===== config.mk =====
export PLATFORM = sky130hd
export DESIGN_NAME = lsu_top
export DESIGN_NICKNAME = d
export VERILOG_FILES = /design/src/rtl/lsu_pkg.sv /design/src/rtl/lsu_agen.sv /design/src/rtl/lsu_store_lane.sv /design/src/rtl/lsu_load_lane.sv /design/src/rtl/lsu_top.sv
export SDC_FILE = /design/constraint.sdc
export NUM_CORES = 1
export LEC_CHECK = 0
export BUFFER_PORTS_ARGS = -buffer_cell sky130_fd_sc_hd__buf_4
export CORE_MARGIN = 4
export CORE_UTILIZATION = 50
export DETAILED_ROUTE_END_ITERATION = 8
export PLACE_DENSITY = 0.84
export SYNTH_ARGS = -nofsm -noshare
export SYNTH_HDL_FRONTEND = slang
export SYNTH_SLANG_ARGS = --single-unit
export TNS_END_PERCENT = 30

===== constraint.sdc =====
create_clock -name clk -period 4.2 [get_ports clk]
set_input_delay 0.21 -clock clk [delete_from_list [all_inputs] [get_ports clk]]
set_output_delay 0.21 -clock clk [all_outputs]
set_load 0.01 [all_outputs]

===== src/rtl/lsu_pkg.sv =====
package lsu_pkg;
    parameter int XLEN  = 32;
    parameter int NBYTE = XLEN / 8;
    parameter int LOW_W = $clog2(NBYTE);

    localparam logic [1:0] SZ_BYTE = 2'd0;
    localparam logic [1:0] SZ_HALF = 2'd1;
    localparam logic [1:0] SZ_WORD = 2'd2;

    typedef enum logic [1:0] {
        ST_IDLE = 2'd0,
        ST_REQ  = 2'd1,
        ST_WAIT = 2'd2
    } lsu_state_e;

    typedef struct packed {
        lsu_state_e        st;
        logic              req;
        logic              we;
        logic [XLEN-1:0]   addr;
        logic [NBYTE-1:0]  be;
        logic [XLEN-1:0]   wdata;
        logic [1:0]        size;
        logic              done;
        logic              err;
        logic [XLEN-1:0]   ldata;
    } lsu_regs_t;
endpackage


===== src/rtl/lsu_agen.sv =====
module lsu_agen #(
    parameter int XLEN  = 32,
    parameter int OFS_W = 12
) (
    input  logic             use_index,
    input  logic [XLEN-1:0]  base,
    input  logic [XLEN-1:0]  index,
    input  logic [OFS_W-1:0] offset,
    input  logic [1:0]       size,
    output logic [XLEN-1:0]  addr,
    output logic             misaligned
);
    import lsu_pkg::*;

    logic [XLEN-1:0] addend;

    always_comb begin
        addend = use_index ? index : {{(XLEN-OFS_W){1'b0}}, offset};
        addr   = base + addend;
        case (size)
            SZ_BYTE: misaligned = 1'b0;
            SZ_HALF: misaligned = addr[0];
            SZ_WORD: misaligned = |addr[1:0];
            default: misaligned = 1'b1;
        endcase
    end
endmodule


===== src/rtl/lsu_store_lane.sv =====
module lsu_store_lane #(
    parameter int XLEN = 32,
    localparam int NB  = XLEN / 8,
    localparam int LW  = $clog2(NB)
) (
    input  logic [1:0]      size,
    input  logic [LW-1:0]   low,
    input  logic [XLEN-1:0] src,
    output logic [NB-1:0]   be,
    output logic [XLEN-1:0] wdata
);
    import lsu_pkg::*;

    logic [XLEN-1:0] rep_byte;
    logic [XLEN-1:0] rep_half;

    genvar g;
    generate
        for (g = 0; g < NB; g++) begin : g_byte_rep
            assign rep_byte[g*8 +: 8] = src[7:0];
        end
        for (g = 0; g < NB/2; g++) begin : g_half_rep
            assign rep_half[g*16 +: 16] = src[15:0];
        end
    endgenerate

    always_comb begin
        case (size)
            SZ_BYTE: begin
                be    = NB'(1) << low;
                wdata = rep_byte;
            end
            SZ_HALF: begin
                be    = NB'(3) << {low[LW-1:1], 1'b0};
                wdata = rep_half;
            end
            default: begin
                be    = '1;
                wdata = src;
            end
        endcase
    end
endmodule


===== src/rtl/lsu_load_lane.sv =====
module lsu_load_lane #(
    parameter int XLEN = 32,
    localparam int NB  = XLEN / 8,
    localparam int LW  = $clog2(NB)
) (
    input  logic [1:0]      size,
    input  logic [LW-1:0]   low,
    input  logic [XLEN-1:0] rword,
    output logic [XLEN-1:0] value
);
    import lsu_pkg::*;

    logic [XLEN-1:0] shifted;

    always_comb begin
        shifted = rword >> {low, 3'b000};
        case (size)
            SZ_BYTE: value = {{(XLEN-8){1'b0}}, shifted[7:0]};
            SZ_HALF: value = {{(XLEN-16){1'b0}}, shifted[15:0]};
            default: value = rword;
        endcase
    end
endmodule


===== src/rtl/lsu_top.sv =====
module lsu_top #(
    parameter int OFS_W = 12
) (
    input  logic                       clk,
    input  logic                       rst_n,
    input  logic                       start_i,
    input  logic                       is_store_i,
    input  logic [1:0]                 size_i,
    input  logic                       use_index_i,
    input  logic [lsu_pkg::XLEN-1:0]   base_i,
    input  logic [lsu_pkg::XLEN-1:0]   index_i,
    input  logic [OFS_W-1:0]           offset_i,
    input  logic [lsu_pkg::XLEN-1:0]   target_i,
    output logic                       mem_req_o,
    output logic                       mem_we_o,
    output logic [lsu_pkg::XLEN-1:0]   mem_addr_o,
    output logic [lsu_pkg::NBYTE-1:0]  mem_be_o,
    output logic [lsu_pkg::XLEN-1:0]   mem_wdata_o,
    input  logic [lsu_pkg::XLEN-1:0]   mem_rdata_i,
    output logic [lsu_pkg::XLEN-1:0]   load_data_o,
    output logic                       done_o,
    output logic                       err_o
);
    import lsu_pkg::*;

    lsu_regs_t q, d;

    logic [XLEN-1:0]  ea;
    logic             misal;
    logic [NBYTE-1:0] be_n;
    logic [XLEN-1:0]  wd_n;
    logic [XLEN-1:0]  ld_val;

    lsu_agen #(.XLEN(XLEN), .OFS_W(OFS_W)) u_agen (
        .use_index  (use_index_i),
        .base       (base_i),
        .index      (index_i),
        .offset     (offset_i),
        .size       (size_i),
        .addr       (ea),
        .misaligned (misal)
    );

    lsu_store_lane #(.XLEN(XLEN)) u_st (
        .size  (size_i),
        .low   (ea[LOW_W-1:0]),
        .src   (target_i),
        .be    (be_n),
        .wdata (wd_n)
    );

    lsu_load_lane #(.XLEN(XLEN)) u_ld (
        .size  (q.size),
        .low   (q.addr[LOW_W-1:0]),
        .rword (mem_rdata_i),
        .value (ld_val)
    );

    always_comb begin
        d      = q;
        d.done = 1'b0;
        d.err  = 1'b0;
        case (q.st)
            ST_IDLE: begin
                if (start_i) begin
                    if (misal) begin
                        d.err  = 1'b1;
                        d.done = 1'b1;
                    end else begin
                        d.st    = ST_REQ;
                        d.req   = 1'b1;
                        d.we    = is_store_i;
                        d.addr  = ea;
                        d.be    = be_n;
                        d.wdata = is_store_i ? wd_n : '0;
                        d.size  = size_i;
                    end
                end
            end
            ST_REQ: begin
                d.req = 1'b0;
                d.st  = ST_WAIT;
            end
            ST_WAIT: begin
                d.done = 1'b1;
                if (!q.we) d.ldata = ld_val;
                d.st = ST_IDLE;
            end
            default: d.st = ST_IDLE;
        endcase
    end

    always_ff @(posedge clk) begin
        if (!rst_n) begin
            q <= '0;
        end else begin
            q <= d;
        end
    end

    assign mem_req_o   = q.req;
    assign mem_we_o    = q.req & q.we;
    assign mem_addr_o  = q.addr;
    assign mem_be_o    = q.req ? q.be : '0;
    assign mem_wdata_o = q.wdata;
    assign load_data_o = q.ldata;
    assign done_o      = q.done;
    assign err_o       = q.err;

    a_r7_req_single: assert property (@(posedge clk) disable iff (!rst_n)
        mem_req_o |=> !mem_req_o);
    a_r7_done_after_req: assert property (@(posedge clk) disable iff (!rst_n)
        mem_req_o |=> ##1 done_o);
    a_r6_err_no_req: assert property (@(posedge clk) disable iff (!rst_n)
        err_o |-> (done_o && !mem_req_o));
    a_r3_lane_count: assert property (@(posedge clk) disable iff (!rst_n)
        mem_req_o |-> ($countones(mem_be_o) == 1 || $countones(mem_be_o) == 2
                       || $countones(mem_be_o) == NBYTE));
    a_r8_busy_no_req: assert property (@(posedge clk) disable iff (!rst_n)
        (q.st != ST_IDLE) |=> !mem_req_o);
    a_r10_ldata_hold: assert property (@(posedge clk) disable iff (!rst_n)
        (load_data_o != $past(load_data_o)) |-> done_o);
endmodule


==> reports/metrics.json, run 1 <==
{
  "die": {
    "placeableCoreArea_sq_um": 14000,
    "floorplan.die.width_microns": 128,
    "die_area_sq_um": 16400,
    "initial_utilization_pct": 51.5,
    "floorplan.die.height_microns": 128,
    "ioPinCount": 251,
    "count_of_standard_cell_rows": 43
  },
  "cts": {
    "clk_path_buf_depth": 2,
    "post-cts-setup-buffer-count": 0,
    "htreeDepth": 3,
    "clock_latency_ns": 0.35,
    "cts_resized": 0,
    "clockRootBuffer": "clkbuf_16",
    "holdBufCountCts": 0,
    "clk_transition_reported_paths_ns": 0.08,
    "cts_inserted_buffers": 9,
    "clkSinkCount": 108,
    "cts_tree": "built"
  },
  "cells_and_area": {
    "post_layout_nets": 1224,
    "final_cell_mix": "256 x buf_4, 134 x nand2_1, 114 x a21oi_1",
    "diodes": 0,
    "layout_cell_area_excl_fill_sq_um": 8710,
    "share_of_post_route_cells_with_drive_strength_above_1_pct": 29.7,
    "synthToLayoutAreaGrowth_pct": 20.9,
    "final_common_cell": "buf_4",
    "fillers": 1258
  },
  "power": {
    "p_int_mw": 1.91,
    "power-per-cell-area_nw_per_um2": 319,
    "power.share.clock_pct": 31.9,
    "power.share.combinational_pct": 27.7,
    "power_switching_share_pct": 31.5,
    "power.leakage_nw": 3.75,
    "sequentialPowerShare_pct": 40.5,
    "p_switching_mw": 0.875,
    "vdd_drop_max_v": 0.000220
  },
  "placed_design": {
    "gp_routability_congestion": 0.938,
    "portBuffers": 250,
    "placed_cell_areas_sq_um": 8410,
    "place.detailed.hpwl_microns": 15900
  },
  "yosys": {
    "mappedNetlistNets": 1115,
    "synth-seq-area-share_pct": 30.0,
    "synth.yosys.warnings": 0,
    "synth_edf_count": 0,
    "synthCells": 936,
    "syn_area_sq_um": 7200,
    "synth_async_sr_flop_share_pct": 0,
    "post_synth.cell_area_avg_sq_um": 7.70,
    "post_synth_num_cell_types": 61,
    "postSynthRegisterBits": 108,
    "synth-main-ff-cell": "dfxtp_1"
  },
  "sta": {
    "fin_skew_ns": 0.00603,
    "setup_viol": 0,
    "timing_worst_slew_pin_value_ns": 1.24,
    "timing.setup.tns_ns": 0,
    "min_period_over_period_pct": 78.6,
    "drv_slew": 0,
    "achievable-frequency_ghz": 0.303,
    "final_period_minus_worst_setup_slack_ns": 3.30,
    "hold_viol": 0,
    "timing.slew.headroom_pct": 17.3,
    "rsz0062_at_grt": "no"
  },
  "global_routing": {
    "grt_first_pass_wirelength_microns": 32400,
    "first_global_vias": 6476,
    "antenna_violations_before_repair": 0,
    "grtUsageTotal_pct": 24.3,
    "grt_start_max_net_pins": 64,
    "globalRoute.totalOverflow": 0
  },
  "setup_path": {
    "critical_path_arrival_ns": 3.55,
    "start_kind": "input pin",
    "crit_path_max_incr_delay_ns": 0.78,
    "cp-startpoint": "use_index_i",
    "critical_path_required_ns": 4.45,
    "crit_path_max_fanout": 45,
    "worstReg2RegStart": "q[107]",
    "worstPathCellList": "buf_4 -> mux2_2 -> ha_1 -> inv_1 -> fa_1 -> inv_1 -> o21ai_0 -> a21oi_1 -> or4b_2 -> buf_4 -> nand3_1 -> o31ai_1 -> a311o_1",
    "slowest_stage": "or4b_2",
    "cp-end-kind": "flip-flop",
    "timing_worst_setup_path_type": "input pin to flip-flop"
  },
  "detailed_routing": {
    "antenna_left": 0,
    "routed-via-count": 6963,
    "avgViaCountPerCell": 5.66,
    "detail_route.wirelength_microns": 20900,
    "wl_per_cell_microns": 17.0,
    "detail_route.iter0.violations": 471,
    "first_pass_iters": 5,
    "drc": 0
  },
  "status": {
    "run_status": "finished clean"
  },
  "hold_path": {
    "hold_path.class": "input pin to flip-flop",
    "hold_start": "mem_rdata_i[29]"
  },
  "job": {
    "max_cap_violations": 0
  }
}
## registers in the layout, indices dropped and copies added, names as in the netlist
name	flops
done_o	1
err_o	1
load_data_o	32
mem_addr_o	32
mem_req_o	1
mem_wdata_o	32
q	9
## cell type report
| cell class | count | area, sq um | share of cell area (%) |
|---|---|---|---|
| clock inverters | 7 | 82.6 | 0.948 |
| inverters | 15 | 56.3 | 0.646 |
| flip-flops and latches | 108 | 2160 | 24.8 |
| multi-input cells | 655 | 4040 | 46.4 |
| well taps | 180 | 225 | 2.58 |
| repair buffers | 256 | 1920 | 22.1 |
| clock buffers | 9 | 225 | 2.58 |
## critical path: cells and delay by family
family / cells / cell delay (ns)
compound gates: 4 / 0.68
fa+ha+maj: 2 / 0.72
buf+inv: 4 / 0.78
mux: 1 / 0.22
simple gates: 2 / 0.93
## logic make-up after synthesis
kind of cell | Yosys count | synth area share (%)
flops | 108 | 30.0
buf+inv | 173 | 14.0
compound gates | 233 | 19.8
xor+xnor | 25 | 3.04
fa+ha+maj | 32 | 5.66
mux | 45 | 6.72
simple gates | 320 | 20.8
## metrics by stage
stage                     total power, mW  worst slack [ns]  cells  hold WS, ns  utilization (%)
after global placement               1.90             0.614   1214        0.437             60.1
after CTS                            2.78             0.896   1230        0.140             62.3
after floorplan                      1.66              1.11    936        0.376                -
after global routing                 2.91             0.717   1230        0.152             62.3
after detailed placement             1.91             0.523   1214        0.442             60.1
final                                2.78             0.897   1230        0.149             62.3
## power by group through the flow
stage,Combinational (mW),Sequential [mW],Clock [mW]
floorplan,0.532,1.13,0
detailed placement,0.758,1.15,0
global placement,0.748,1.15,0
global route,0.840,1.13,0.935
finish,0.769,1.13,0.886
CTS,0.762,1.13,0.896
## cell usage after synthesis, types with 2 or more instances
cell,n,area [sq um]
and4_1,2,17.5
a32oi_1,2,17.5
o31ai_1,2,15.0
a31oi_1,7,43.8
mux2i_1,18,180
ha_1,31,388
nor2_1,38,143
a311oi_1,2,17.5
dfxtp_1,108,2160
xnor2_1,16,140
a311o_1,2,20.0
nand2_1,134,503
a221oi_1,9,78.8
o21a_1,3,22.5
o21bai_1,3,22.5
nor3b_1,4,30.0
and2_1,25,156
or3_1,2,12.5
clkbuf_1,51,191
buf_4,96,721
a211oi_1,6,45.0
o21ai_1,2,10.0
xor2_1,9,78.8
mux2_2,27,304
nand4_1,7,43.8
nor3_1,21,105
a21oi_1,114,571
o211ai_1,2,15.0
buf_1,10,37.5
nand3_1,64,320
inv_1,14,52.6
and3_1,4,25.0
a21o_1,13,97.6
nor2b_1,7,43.8
o221ai_1,12,105
o21ai_0,39,195
a211o_1,3,26.3
nand2b_1,4,25.0
## final timing paths
check / end / slack [ns] / cells past startpoint
setup / recovery: mem_addr_o[29] / 0.90 / 13
hold / removal: load_data_o[29] / 0.15 / 3
setup reg to reg: load_data_o[8] / 1.85 / 4
hold reg to reg: q[34] / 0.45 / 2
## layer usage
| metal | GRT usage, % | share of wire (%) |
|---|---|---|
| met1 | 31.3 | 41 |
| met2 | 40.4 | 48 |
| met3 | 4.75 | 8.6 |
| met4 | 8.74 | 2.2 |
| met5 | 0 | 0 |
Power figures use the tool's default switching activity.
==> run 2, diff against run 1 <==
Settings changed: ABC_AREA from default to 1, CORE_UTILIZATION 50 to 47, PLACE_DENSITY 0.84 to 0.81.
Clock period 4.2 ns to 3 ns, I/O delays scaled along.
==> reports/metrics.json, run 2 <==
{
  "global_routing": {
    "antenna_violations_before_repair": {"value": 0, "change": "unchanged"},
    "grtUsageMet1": {"value": 30.3, "unit": "%", "change": "was 31.3%"},
    "met3_layer_usage_reported_by_global_route": {"value": 3.65, "unit": "%", "change": "was 4.75%"},
    "global_route.usage.met2": {"value": 39.5, "unit": "%", "change": "was 40.4%"},
    "grtUsageTotal": {"value": 23.5, "unit": "%", "change": "was 24.3%"},
    "grt_most_used_layer": {"value": "met2", "change": "unchanged"},
    "globalRoute.totalOverflow": {"value": 0, "change": "unchanged"},
    "grt_start_max_net_pins": {"value": 56, "change": "was 64"},
    "first_global_vias": {"value": 7288, "change": "was 6476"},
    "grt_first_pass_wirelength": {"value": 35600, "unit": "microns", "change": "was 32400 microns"}
  },
  "detailed_routing": {
    "avgViaCountPerCell": {"value": 4.97, "change": "was 5.66"},
    "wl_per_cell": {"value": 14.0, "unit": "microns", "change": "was 17.0 microns"},
    "detail_route.wirelength": {"value": 23200, "unit": "microns", "change": "was 20900 microns"},
    "antenna_left": {"value": 0, "change": "unchanged"},
    "first_pass_iters": {"value": 5, "change": "unchanged"},
    "detail_route.iter0.violations": {"value": 598, "change": "was 471"},
    "drc": {"value": 0, "change": "unchanged"},
    "routed-via-count": {"value": 8233, "change": "was 6963"}
  },
  "setup_path": {
    "critical_path_required": {"value": 3.24, "unit": "ns", "change": "was 4.45 ns"},
    "worstReg2RegStart": {"value": "mem_addr_o[1]", "change": "was q[107]"},
    "r2r-end": {"value": "load_data_o[4]", "change": "was load_data_o[8]"},
    "worstRegToRegCells": {"value": 6, "change": "was 4"},
    "timing.reg2reg.setup_slack": {"value": 0.95, "unit": "ns", "change": "was 1.85 ns"},
    "cp-startpoint": {"value": "use_index_i", "change": "unchanged"},
    "timing_worst_setup_path_type": {"value": "input pin to flip-flop", "change": "unchanged"},
    "start_kind": {"value": "input pin", "change": "unchanged"},
    "critical_path_arrival": {"value": 2.49, "unit": "ns", "change": "was 3.55 ns"},
    "crit_path_max_fanout": {"value": 18, "change": "was 45"},
    "cp-end-kind": {"value": "flip-flop", "change": "unchanged"}
  },
  "yosys": {
    "synth-main-ff-cell": {"value": "dfxtp_1", "change": "unchanged"},
    "post_synth_num_cell_types": {"value": 33, "change": "was 61"},
    "syn_area": {"value": 7920, "unit": "sq um", "change": "was 7200 sq um"},
    "mappedNetlistNets": {"value": 1478, "change": "was 1115"},
    "synth-seq-area-share": {"value": 27.3, "unit": "%", "change": "was 30.0%"},
    "synth_top_area_cell": {"value": "dfxtp_1", "change": "unchanged"},
    "postSynthRegisterBits": {"value": 108, "change": "unchanged"},
    "synthCells": {"value": 1299, "change": "was 936"},
    "synth.top_cells.by_area": {"value": "dfxtp_1 27%, nand2_1 19%, inv_1 9.3%", "change": "was dfxtp_1 30%, buf_4 10%, a21oi_1 7.9%"},
    "synthDominantCellAreaShare": {"value": 27.3, "unit": "%", "change": "was 30.0%"},
    "post_synth.cell_area_avg": {"value": 6.10, "unit": "sq um", "change": "was 7.70 sq um"},
    "synth_async_sr_flop_share": {"value": 0, "unit": "%", "change": "unchanged"},
    "synth.yosys.warnings": {"value": 0, "change": "unchanged"},
    "synth_edf_count": {"value": 0, "change": "unchanged"},
    "synthMostInstantiatedCell": {"value": "nand2_1", "change": "unchanged"},
    "synthTopCellsByCount": {"value": "404 x nand2_1, 197 x inv_1, 128 x a21oi_1, 108 x dfxtp_1, 96 x buf_4", "change": "was 134 x nand2_1, 114 x a21oi_1, 108 x dfxtp_1, 96 x buf_4, 64 x nand3_1"}
  },
  "placed_design": {
    "portBuffers": {"value": 250, "change": "unchanged"},
    "gp_routability_congestion": {"value": 0.945, "change": "was 0.938"},
    "place.detailed.hpwl": {"value": 18500, "unit": "microns", "change": "was 15900 microns"}
  },
  "cells_and_area": {
    "share_of_post_route_cells_with_drive_strength_above_1": {"value": 20.6, "unit": "%", "change": "was 29.7%"},
    "diodes": {"value": 0, "change": "unchanged"},
    "final_common_cell": {"value": "nand2_1", "change": "was buf_4"},
    "synthToLayoutAreaGrowth": {"value": 20.5, "unit": "%", "change": "was 20.9%"},
    "final_cell_mix": {"value": "404 x nand2_1, 259 x buf_4, 197 x inv_1", "change": "was 256 x buf_4, 134 x nand2_1, 114 x a21oi_1"},
    "post_layout_nets": {"value": 1609, "change": "was 1224"}
  },
  "sta": {
    "timing.setup.tns": {"value": 0, "unit": "ns", "change": "unchanged"},
    "hold_viol": {"value": 0, "change": "unchanged"},
    "min_period_over_period_pct": 74.9,
    "final_period_minus_worst_setup_slack_ns": 2.25,
    "timing_worst_slew_pin_value": {"value": 0.925, "unit": "ns", "change": "was 1.24 ns"},
    "timing.slew.headroom": {"value": 38.3, "unit": "%", "change": "was 17.3%"},
    "setup_viol": {"value": 0, "change": "unchanged"},
    "drv_slew": {"value": 0, "change": "unchanged"},
    "holdWs": {"value": 0.0743, "unit": "ns", "change": "was 0.149 ns"},
    "fin_skew": {"value": 0.00497, "unit": "ns", "change": "was 0.00603 ns"},
    "rsz0062_at_grt": {"value": "no", "change": "unchanged"},
    "achievable-frequency_ghz": 0.445
  },
  "die": {
    "initial_utilization": {"value": 47.9, "unit": "%", "change": "was 51.5%"},
    "placeableCoreArea": {"value": 16500, "unit": "sq um", "change": "was 14000 sq um"},
    "count_of_standard_cell_rows": {"value": 47, "change": "was 43"},
    "floorplan.die.width": {"value": 138, "unit": "microns", "change": "was 128 microns"},
    "die_area": {"value": 19000, "unit": "sq um", "change": "was 16400 sq um"},
    "floorplan.die.height": {"value": 138, "unit": "microns", "change": "was 128 microns"},
    "ioPinCount": {"value": 251, "change": "unchanged"}
  },
  "cts": {
    "clkSinkCount": {"value": 108, "change": "unchanged"},
    "clock_latency": {"value": 0.34, "unit": "ns", "change": "was 0.35 ns"},
    "clk_path_buf_depth": {"value": 2, "change": "unchanged"},
    "post-cts-setup-buffer-count": {"value": 0, "change": "unchanged"},
    "clk_transition_reported_paths": {"value": 0.08, "unit": "ns", "change": "about the same"},
    "clockRootBuffer": {"value": "clkbuf_16", "change": "unchanged"},
    "cts_inserted_buffers": {"value": 9, "change": "unchanged"},
    "cts_tree": {"value": "built", "change": "unchanged"},
    "holdBufCountCts": {"value": 0, "change": "unchanged"},
    "htreeDepth": {"value": 3, "change": "unchanged"},
    "cts_resized": {"value": 0, "change": "unchanged"}
  },
  "status": {
    "run_status": {"value": "finished clean", "change": "unchanged"}
  },
  "hold_path": {
    "hold_start": {"value": "target_i[5]", "change": "was mem_rdata_i[29]"},
    "whs_path_depth": {"value": 3, "change": "unchanged"},
    "hold_path.class": {"value": "input pin to flip-flop", "change": "unchanged"},
    "min_to": {"value": "mem_wdata_o[5]", "change": "was load_data_o[29]"}
  },
  "power": {
    "vdd_drop_max": {"value": 0.000236, "unit": "V", "change": "was 0.000220 V"},
    "power.leakage": {"value": 5.27, "unit": "nW", "change": "was 3.75 nW"},
    "power-per-cell-area": {"value": 407, "unit": "nW/um^2", "change": "was 319 nW/um^2"}
  },
  "job": {
    "max_cap_violations": {"value": 0, "change": "unchanged"}
  }
}
-- run 2: cell type report --
type | instances | area (sq um)
fillers | 1649 | 6980
clock inverters | 6 | 47.5
well taps | 220 | 275
multi-input cells | 848 | 4110
clock buffers | 10 | 229
flip-flops and latches | 108 | 2160
inverters | 203 | 762
repair buffers | 260 | 1960
-- run 2: how the worst max path moves through the flow --
stage,end,slack (ns),cells after the start
after floorplan,mem_wdata_o[21],0.42,13
after global placement,mem_wdata_o[23],0.51,13
after detailed placement,mem_addr_o[18],0.41,14
after CTS,mem_addr_o[18],0.76,14
after global routing,mem_addr_o[18],0.54,14
final,mem_addr_o[28],0.75,14
-- run 2: through the flow --
| step | util (%) | cell area, sq um | cells | worst slack, ns | total power [mW] |
|---|---|---|---|---|---|
| floorplan | - | 7920 | 1299 | 0.420 | 2.39 |
| global placement | 56.1 | 9270 | 1639 | 0.506 | 2.77 |
| detailed placement | 56.1 | 9270 | 1639 | 0.408 | 2.79 |
| CTS | 57.8 | 9550 | 1655 | 0.758 | 3.91 |
| global route | 57.8 | 9550 | 1655 | 0.536 | 4.12 |
| finish | 57.8 | 9550 | 1655 | 0.754 | 3.89 |
-- run 2: critical path: stages --
cell	delay, ns
buf_4	0.12
mux2_2	0.21
ha_1	0.17
inv_1	0.07
fa_1	0.56
nand2_1	0.08
nand2_1	0.07
o21ai_2	0.09
nor3_4	0.23
buf_4	0.27
buf_4	0.24
nand3_1	0.12
nand2_1	0.07
inv_1	0.03
-- run 2: report_power, final --
| group | leakage, nW | internal, mW | total, mW | switching, mW |
|---|---|---|---|---|
| clock network | 0.133 | 0.572 | 1.13 | 0.555 |
| registers | 0.879 | 1.52 | 1.58 | 0.0586 |
| logic | 4.26 | 0.496 | 1.18 | 0.686 |
-- run 2: routing by layer --
layer | up-vias | part of all wire, %
li1 | 4233 | -
met1 | 3640 | 43
met3 | 34 | 8.1
met4 | 0 | 2.5
met5 | - | 0
met2 | 326 | 46
-- run 2: logic make-up after synthesis --
logic type      count (synthesis)  synth area share [%]
xor+xnor                       13                  1.44
flops                         108                  27.3
buf+inv                       343                  20.9
fa+ha+maj                      32                  5.15
compound gates                240                  15.9
simple gates                  552                  27.8
mux                            11                  1.56
==> run 3, diff against run 2 <==
Settings changed: ABC_AREA 1 to 0, CORE_UTILIZATION 47 to 46.
Clock period 3 ns to 1.9 ns, I/O delays scaled along.
==> reports/metrics.json, run 3 (synthesis results as in run 1) <==
{
  "status": {
    "run_status": {"value": "complete, but fails checks", "change": "was finished clean"},
    "violations": "negative setup slack"
  },
  "detailed_routing": {
    "detail_route.iter0.violations": {"value": 556, "change": "was 598"},
    "avgViaCountPerCell": {"value": 5.57, "change": "was 4.97"},
    "antenna_left": {"value": 0, "change": "unchanged"},
    "routed-via-count": {"value": 7834, "change": "was 8233"},
    "detail_route.wirelength": {"value": 25600, "unit": "microns", "change": "was 23200 microns"},
    "first_pass_iters": {"value": 5, "change": "unchanged"},
    "drc": {"value": 0, "change": "unchanged"},
    "wl_per_cell": {"value": 18.2, "unit": "microns", "change": "was 14.0 microns"}
  },
  "sta": {
    "holdWs": {"value": 0.0395, "unit": "ns", "change": "was 0.0743 ns"},
    "timing.final.ws_setup": {"value": -0.675, "unit": "ns", "change": "was 0.754 ns"},
    "hold_viol": {"value": 0, "change": "unchanged"},
    "timing_worst_slew_pin_value": {"value": 0.613, "unit": "ns", "change": "was 0.925 ns"},
    "achievable-frequency_ghz": 0.388,
    "setup_viol": {"value": 72, "change": "was 0"},
    "final_period_minus_worst_setup_slack_ns": 2.58,
    "timing.setup.tns": {"value": -25.56, "unit": "ns", "change": "was 0 ns"},
    "timing.slew.headroom": {"value": 59.0, "unit": "%", "change": "was 38.3%"},
    "min_period_over_period_pct": 136,
    "rsz0062_at_grt": {"value": "yes", "change": "was no"},
    "drv_slew": {"value": 0, "change": "unchanged"},
    "fin_skew": {"value": 0.00758, "unit": "ns", "change": "was 0.00497 ns"}
  },
  "power": {
    "vdd_drop_max": {"value": 0.000420, "unit": "V", "change": "was 0.000236 V"},
    "power-per-cell-area": {"value": 646, "unit": "nW/um^2", "change": "was 407 nW/um^2"},
    "final_total_power": {"value": 6.96, "unit": "mW", "change": "was 3.89 mW"},
    "power.leakage": {"value": 4.73, "unit": "nW", "change": "was 5.27 nW"}
  },
  "cts": {
    "cts_tree": {"value": "built", "change": "unchanged"},
    "cts_inserted_buffers": {"value": 9, "change": "unchanged"},
    "holdBufCountCts": {"value": 0, "change": "unchanged"},
    "clockRootBuffer": {"value": "clkbuf_16", "change": "unchanged"},
    "clk_transition_reported_paths": {"value": 0.07, "unit": "ns", "change": "was 0.08 ns"},
    "clkSinkCount": {"value": 108, "change": "unchanged"},
    "clock_latency": {"value": 0.35, "unit": "ns", "change": "was 0.34 ns"},
    "clk_path_buf_depth": {"value": 2, "change": "unchanged"},
    "htreeDepth": {"value": 3, "change": "unchanged"}
  },
  "global_routing": {
    "grt_first_pass_wirelength": {"value": 37800, "unit": "microns", "change": "was 35600 microns"},
    "grtUsageTotal": {"value": 25.8, "unit": "%", "change": "was 23.5%"},
    "first_global_vias": {"value": 7456, "change": "was 7288"},
    "globalRoute.totalOverflow": {"value": 0, "change": "unchanged"},
    "antenna_violations_before_repair": {"value": 1, "change": "was 0"},
    "grt_start_max_net_pins": {"value": 63, "change": "was 56"}
  },
  "cells_and_area": {
    "finish.utilization": {"value": 70.6, "unit": "%", "change": "was 57.8%"},
    "post_layout_nets": {"value": 1368, "change": "was 1609"},
    "regArea": {"value": 2160, "unit": "sq um", "change": "unchanged"},
    "multi_input_comb_area": {"value": 4690, "unit": "sq um", "change": "was 4110 sq um"},
    "fillers": {"value": 1130, "change": "was 1649"},
    "share_of_post_route_cells_with_drive_strength_above_1": {"value": 46.2, "unit": "%", "change": "was 20.6%"},
    "final_cell_mix": {"value": "372 x buf_4, 115 x nand2_1, 108 x dfxtp_1", "change": "was 404 x nand2_1, 259 x buf_4, 197 x inv_1"},
    "synthToLayoutAreaGrowth": {"value": 49.6, "unit": "%", "change": "was 20.5%"},
    "final_common_cell": {"value": "buf_4", "change": "was nand2_1"},
    "layout_cell_area_excl_fill": {"value": 10800, "unit": "sq um", "change": "was 9550 sq um"},
    "finalNonFillerCells": {"value": 1406, "change": "was 1655"}
  },
  "placed_design": {
    "gp_routability_congestion": {"value": 0.961, "change": "was 0.945"},
    "post-place-cells": {"value": 1365, "change": "was 1639"},
    "place.detailed.hpwl": {"value": 17800, "unit": "microns", "change": "was 18500 microns"},
    "pre_cts_slack": {"value": -1.11, "unit": "ns", "change": "was 0.408 ns"},
    "placed_cell_areas": {"value": 9500, "unit": "sq um", "change": "was 9270 sq um"},
    "portBuffers": {"value": 250, "change": "unchanged"}
  },
  "setup_path": {
    "timing.reg2reg.setup_slack": {"value": 0.13, "unit": "ns", "change": "was 0.95 ns"},
    "r2r-end": {"value": "load_data_o[11]", "change": "was load_data_o[4]"},
    "timing_worst_setup_path_type": {"value": "input pin to flip-flop", "change": "unchanged"},
    "cp-end-kind": {"value": "flip-flop", "change": "unchanged"},
    "start_kind": {"value": "input pin", "change": "unchanged"},
    "crit_end": {"value": "mem_addr_o[29]", "change": "was mem_addr_o[28]"},
    "critical_path_required": {"value": 2.13, "unit": "ns", "change": "was 3.24 ns"},
    "crit_path_max_fanout": {"value": 5, "change": "was 18"},
    "cp-startpoint": {"value": "use_index_i", "change": "unchanged"},
    "worstRegToRegCells": {"value": 6, "change": "unchanged"},
    "worstReg2RegStart": {"value": "q[107]", "change": "was mem_addr_o[1]"},
    "critical_path_arrival": {"value": 2.81, "unit": "ns", "change": "was 2.49 ns"}
  },
  "die": {
    "die_area": {"value": 17700, "unit": "sq um", "change": "was 19000 sq um"},
    "count_of_standard_cell_rows": {"value": 45, "change": "was 47"},
    "floorplan.die.width": {"value": 133, "unit": "microns", "change": "was 138 microns"},
    "floorplan.die.height": {"value": 133, "unit": "microns", "change": "was 138 microns"},
    "ioPinCount": {"value": 251, "change": "unchanged"},
    "placeableCoreArea": {"value": 15300, "unit": "sq um", "change": "was 16500 sq um"},
    "initial_utilization": {"value": 47.2, "unit": "%", "change": "was 47.9%"}
  },
  "job": {
    "max_cap_violations": {"value": 0, "change": "unchanged"}
  },
  "hold_path": {
    "hold_path.class": {"value": "input pin to flip-flop", "change": "unchanged"}
  }
}
[run 3: layer usage]
metal  vias up  GRT usage (%)  wire (microns)
li1       3703              -               -
met3        93           3.97            1930
met5         -              0               0
met1      3623           32.5           10000
met2       415           43.0           12500
met4         0           12.8            1240
[run 3: area by class of cell]
type / count / share of cell area, %
Antenna cell: 1 / 0.0232
Clock buffer: 11 / 2.35
Clock inverter: 5 / 0.406
Inverter: 15 / 0.523
Multi-Input combinational cell: 655 / 43.5
Sequential cell: 108 / 20.1
Tap cell: 211 / 2.45
Timing Repair Buffer: 400 / 30.7
[run 3: worst max-delay path, cell delays in order]
cell and delay [ns]:
buf_12 0.09, buf_12 0.12, mux2_2 0.37, ha_4 0.29, buf_4 0.12, o211ai_1 0.17, buf_4 0.19, nor3_2 0.22
a221oi_2 0.10, o21ai_1 0.17, a41o_1 0.23, nor2b_4 0.21, a21oi_1 0.10, a311o_1 0.33
[run 3: worst min-delay path by stage]
stage	start	end	slack, ns	cells after the start
CTS	mem_rdata_i[26]	load_data_o[26]	0.03	3
global placement	mem_rdata_i[26]	load_data_o[26]	0.39	3
floorplan	target_i[0]	mem_wdata_o[0]	0.26	2
global route	mem_rdata_i[24]	load_data_o[24]	0.04	3
detailed placement	mem_rdata_i[26]	load_data_o[26]	0.39	3
finish	mem_rdata_i[26]	load_data_o[26]	0.04	3
[run 3: report_power, final]
part	total, mW	switching [mW]	internal [mW]	leakage [nW]
sequential	2.51	0.121	2.39	0.878
combinational	2.57	1.24	1.32	3.71
clock	1.89	0.905	0.982	0.146
[run 3: what timing repair did]
item / in CTS / in global routing
setup endpoints to repair: 72 / 72
resized for setup: 73 / 71
pin swaps: 27 / 16
buffers inserted: 9 / 8
gates cloned: 5 / 4
